==> src/rtl/irq_gate_pkg.sv <==
package irq_gate_pkg;
    parameter int DATA_W  = 32;
    parameter int LVL_W   = 4;
    parameter int LVL_LSB = 4;
    parameter int KEY_W   = 8;
    parameter logic [KEY_W-1:0] KEY_VAL = 8'hA5;
    localparam int KEY_LSB = DATA_W - KEY_W;

    typedef struct packed {
        logic [LVL_W-1:0] lvl;
    } lvl_state_t;
endpackage

==> src/rtl/irq_gate_lvl_reg.sv <==
module irq_gate_lvl_reg
    import irq_gate_pkg::*;
(
    input  logic              clk,
    input  logic              rst_n,
    input  logic              sel,
    input  logic              we,
    input  logic [DATA_W-1:0] wdata,
    output logic [DATA_W-1:0] rdata,
    output logic [LVL_W-1:0]  lvl_o
);
    lvl_state_t st_d, st_q;
    logic       key_ok;
    logic       wr_go;

    // Bits outside the key and level fields are discarded by design.
    logic unused_wbits;
    assign unused_wbits = ^{wdata[KEY_LSB-1:LVL_LSB+LVL_W], wdata[LVL_LSB-1:0]};

    always_comb begin
        key_ok = (wdata[KEY_LSB +: KEY_W] == KEY_VAL);
        wr_go  = sel && we && key_ok;
        st_d   = st_q;
        if (wr_go) begin
            st_d.lvl = wdata[LVL_LSB +: LVL_W];
        end
    end

    always_ff @(posedge clk or negedge rst_n) begin
        if (!rst_n) begin
            st_q <= '0;
        end else begin
            st_q <= st_d;
        end
    end

    always_comb begin
        rdata = '0;
        if (sel && !we) begin
            rdata[LVL_LSB +: LVL_W] = st_q.lvl;
        end
    end

    assign lvl_o = st_q.lvl;

    assert_keyless_hold_R2: assert property (@(posedge clk) disable iff (!rst_n)
        (!(sel && we && wdata[KEY_LSB +: KEY_W] == KEY_VAL)) |=> $stable(lvl_o));

    assert_keyed_store_R2: assert property (@(posedge clk) disable iff (!rst_n)
        (sel && we && wdata[KEY_LSB +: KEY_W] == KEY_VAL)
        |=> (lvl_o == $past(wdata[LVL_LSB +: LVL_W])));
endmodule

==> src/rtl/irq_gate_accept.sv <==
module irq_gate_accept
    import irq_gate_pkg::*;
#(
    parameter int NUM_THR = 2
)(
    input  logic                          clk,
    input  logic                          rst_n,
    input  logic                          nmi,
    input  logic                          valid,
    input  logic                          dis,
    input  logic [LVL_W-1:0]              prio,
    input  logic [NUM_THR-1:0][LVL_W-1:0] thr,
    output logic                          accept
);
    logic [NUM_THR-1:0] above;

    generate
        for (genvar gi = 0; gi < NUM_THR; gi++) begin : g_thr
            assign above[gi] = (prio > thr[gi]);
        end
    endgenerate

    always_comb begin
        accept = nmi || (valid && !dis && (&above));
    end

    assert_nmi_pass_R8: assert property (@(posedge clk) disable iff (!rst_n)
        nmi |-> accept);

    assert_full_mask_R5: assert property (@(posedge clk) disable iff (!rst_n)
        (!nmi && thr[0] == '1) |-> !accept);

    assert_src_disable_R6: assert property (@(posedge clk) disable iff (!rst_n)
        (!nmi && dis) |-> !accept);

    assert_idle_quiet_R11: assert property (@(posedge clk) disable iff (!rst_n)
        (!nmi && !valid) |-> !accept);
endmodule

==> src/rtl/irq_level_gate.sv <==
module irq_level_gate
    import irq_gate_pkg::*;
(
    input  logic              clk,
    input  logic              rst_n,
    input  logic              reg_sel,
    input  logic              reg_we,
    input  logic [DATA_W-1:0] reg_wdata,
    output logic [DATA_W-1:0] reg_rdata,
    input  logic              irq_valid,
    input  logic [LVL_W-1:0]  irq_prio,
    input  logic              irq_nmi,
    input  logic              irq_disable,
    input  logic [LVL_W-1:0]  sr_mask,
    output logic              irq_accept
);
    localparam int NUM_THR = 2;
    localparam logic [DATA_W-1:0] FIELD_MASK = {{(DATA_W-LVL_W){1'b0}}, {LVL_W{1'b1}}} << LVL_LSB;

    logic [LVL_W-1:0]              user_lvl;
    logic [NUM_THR-1:0][LVL_W-1:0] thr_vec;

    irq_gate_lvl_reg u_reg (
        .clk   (clk),
        .rst_n (rst_n),
        .sel   (reg_sel),
        .we    (reg_we),
        .wdata (reg_wdata),
        .rdata (reg_rdata),
        .lvl_o (user_lvl)
    );

    always_comb begin
        thr_vec[0] = user_lvl;
        thr_vec[1] = sr_mask;
    end

    irq_gate_accept #(.NUM_THR(NUM_THR)) u_acc (
        .clk    (clk),
        .rst_n  (rst_n),
        .nmi    (irq_nmi),
        .valid  (irq_valid),
        .dis    (irq_disable),
        .prio   (irq_prio),
        .thr    (thr_vec),
        .accept (irq_accept)
    );

    assert_reserved_zero_R1: assert property (@(posedge clk) disable iff (!rst_n)
        (reg_rdata & ~FIELD_MASK) == '0);

    assert_accept_keeps_level_R9: assert property (@(posedge clk) disable iff (!rst_n)
        (irq_accept && !(reg_sel && reg_we)) |=> $stable(user_lvl));
endmodule

==> config.mk <==
export PLATFORM = sky130hd
export DESIGN_NAME = irq_level_gate
export DESIGN_NICKNAME = d
export VERILOG_FILES = /design/src/rtl/irq_gate_pkg.sv /design/src/rtl/irq_gate_lvl_reg.sv /design/src/rtl/irq_gate_accept.sv /design/src/rtl/irq_level_gate.sv
export SDC_FILE = /design/constraint.sdc
export NUM_CORES = 1
export LEC_CHECK = 0
export BUFFER_PORTS_ARGS = -buffer_cell sky130_fd_sc_hd__clkbuf_2
export CAP_MARGIN = 20
export CORE_MARGIN = 2
export CORE_UTILIZATION = 32
export DETAILED_ROUTE_END_ITERATION = 10
export HOLD_SLACK_MARGIN = 0.05
export PLACE_DENSITY = 0.8
export SYNTH_ARGS = -nofsm -noshare
export SYNTH_HDL_FRONTEND = slang
export SYNTH_SLANG_ARGS = --single-unit
export TNS_END_PERCENT = 10
==> constraint.sdc <==
create_clock -name clk -period 1.5 [get_ports clk]
set_input_delay 0.375 -clock clk [delete_from_list [all_inputs] [get_ports clk]]
set_output_delay 0.375 -clock clk [all_outputs]
set_load 0.02 [all_outputs]
==> flow_summary.ini <==
[run_status]
status = finished with violations
violations = setup timing

[clocking]
cts.path.max_buffers = 2
cts-root-buf = clkbuf_4
cts.sinks = 4
numCtsBuffers = 3
path_clk_slew_ns = 0.04
worstSkewPairLatency_ns = 0.24
cts_tree = yes
h-tree-depth = 1

[route]
drc_errors = 0
dr.pass1.iters = 4
drt_wl_total_um = 1360
routed-via-count = 551
drtAntennaViolNets = 0
wl_per_cell_um = 9.67
avgViaCountPerCell = 3.91
drt_iter0_drc = 8

[setup_path]
worst-setup-path-type = flip-flop to output port
startpoint = u_reg.lvl_o[1]
rr_worst_depth = 2
r2r_slack_ns = 0.60
arrival_ns = 1.46
startpoint_type = flip-flop
critPathCaptureType = output port
critPathMaxFanout = 2
worstPathRequired_ns = 1.12
r2r-end = u_reg.lvl_o[0]
r2r_start = u_reg.lvl_o[0]

[floorplan]
dieArea_um2 = 2350
design.core.area_um2 = 1920
die_y_um = 48.5
initial_core_util_pct = 32.9
die_w_um = 48.5
rows = 16
ios = 80

[sta]
setup_viol = 1
period_share_pct = 123
finClkSkew_ns = 0
hold_viol = 0
slew_viol_final = 0
rsz0062_at_grt = yes
timing.final.crit_period_ns = 1.84
layout_setup_ws_ns = -0.339
max_freq_mhz = 544
whs_ns = 0.344
setup_tns_ns = -0.339

[synth]
synth_flop_cell = dfrtp_1
syn_area_per_cell_um2 = 8.22
synth_edf_count = 0
ys_warn_count = 0
ys_types = 19
ys_ff_latch = 4
ys_async_sr_fraction_pct = 100
ys_seq_area_share_pct = 15.8
syn_area_um2 = 633
synth_cells = 77

[global_route]
overflow = 0
grtUsageTotal_pct = 12.6
grt_first_pass_wirelength_um = 2240
grt_max_degree = 7
grt_pass1_vias = 537
antenna_found_initial = 0

[cells_and_area]
post-route-util_pct = 47.1
fillers = 191
syn2layout_area_growth_pct = 43.1
fin_area_um2 = 906
mostFrequentLayoutCell = clkbuf_2
antenna_cells = 0
drive_above_1_share_pct = 51.8
largest_register_ffs = 4
final_cell_mix = 30 x clkbuf_2, 28 x conb_1, 6 x ha_4
nets = 171

[power_and_ir_drop]
vdd_drop_max_mv = 0.255
p_leak_nw = 0.476
p_per_area_nw_per_um2 = 528
total_power_mw = 0.478

[place]
port_buffers = 31
place_congestion = 0.640
placed_area_um2 = 822
dp_hpwl_um = 1230

[job]
drv_cap = 0

[min_path]
holdPathEnd = u_reg.lvl_o[2]
min_path_cells = 3
min_path_type = primary input to flip-flop
hp-start = reg_wdata[6]
report_power, final:
group	switching [mW]	total, mW	internal (mW)	leakage, nW
registers	0.00294	0.116	0.113	0.0410
clock network	0.0468	0.137	0.0897	0.0138
logic	0.138	0.226	0.0880	0.421
total	0.187	0.478	0.291	0.476
cells by family after synthesis:
family | share of synthesized area, %
buffers and inverters | 37.9
AO/OA/AOI/OAI | 7.71
adder cells (fa/ha/maj) | 15.8
other | 0.592
multiplexers | 2.37
AND/OR/NAND/NOR | 19.8
flip-flops | 15.8
per-layer routing:
metal	routed length [um]	vias up	track usage [%]	part of all wire (%)
met5	0	-	0	0
met4	25	0	8.57	1.8
met3	87	2	4.63	6.4
met2	770	27	21.8	56
met1	481	248	12.7	35
li1	-	274	-	-
worst max-delay path by stage:
stage / endpoint / slack [ns]
2_1_floorplan: irq_accept / -0.03
3_3_place_gp: irq_accept / -0.32
3_5_place_dp: irq_accept / -0.35
4_1_cts: irq_accept / -0.34
5_1_grt: irq_accept / -0.41
6_report: irq_accept / -0.34
area by class of cell:
class / instances / area [um2] / share of cell area, %
Multi-Input combinational cell: 64 / 510 / 56.4
Timing Repair Buffer: 35 / 196 / 21.7
Sequential cell: 4 / 100 / 11.0
Inverter: 8 / 42.5 / 4.70
Tap cell: 27 / 33.8 / 3.73
Clock buffer: 3 / 22.5 / 2.49
cell usage after synthesis (2+ instances only):
| cell | count | area, um2 |
|---|---|---|
| and2_1 | 4 | 25.0 |
| o21ai_0 | 5 | 25.0 |
| dfrtp_1 | 4 | 100 |
| nand2_1 | 3 | 11.3 |
| a21oi_1 | 2 | 10.0 |
| buf_4 | 28 | 210 |
| ha_1 | 8 | 100 |
| nand4b_1 | 2 | 17.5 |
| nand4_1 | 2 | 12.5 |
| nand2b_1 | 2 | 12.5 |
| nor2_1 | 2 | 7.51 |
| inv_1 | 8 | 30.0 |
metrics by stage:
step,worst slack [ns],std cells
floorplan,-0.0313,104
global placement,-0.315,136
detailed placement,-0.346,136
CTS,-0.342,141
global route,-0.405,141
finish,-0.339,141
critical path, cell delays in order, from the launching register on:
cell,delay [ns]
dfrtp_1,0.36
inv_2,0.06
ha_4,0.27
nand2b_4,0.05
a21oi_2,0.12
o22ai_2,0.08
o21bai_2,0.12
clkbuf_8,0.16
timing repair:
action                                  in CTS  in global routing
endpoints found under the setup margin       1                  1
endpoints found under the hold margin        4                  0
hold buffers                                 1                  0
pin swaps                                    4                  0
buffers inserted                             1                  0
resized for setup                            7                  1
Power figures use the tool's default switching activity.
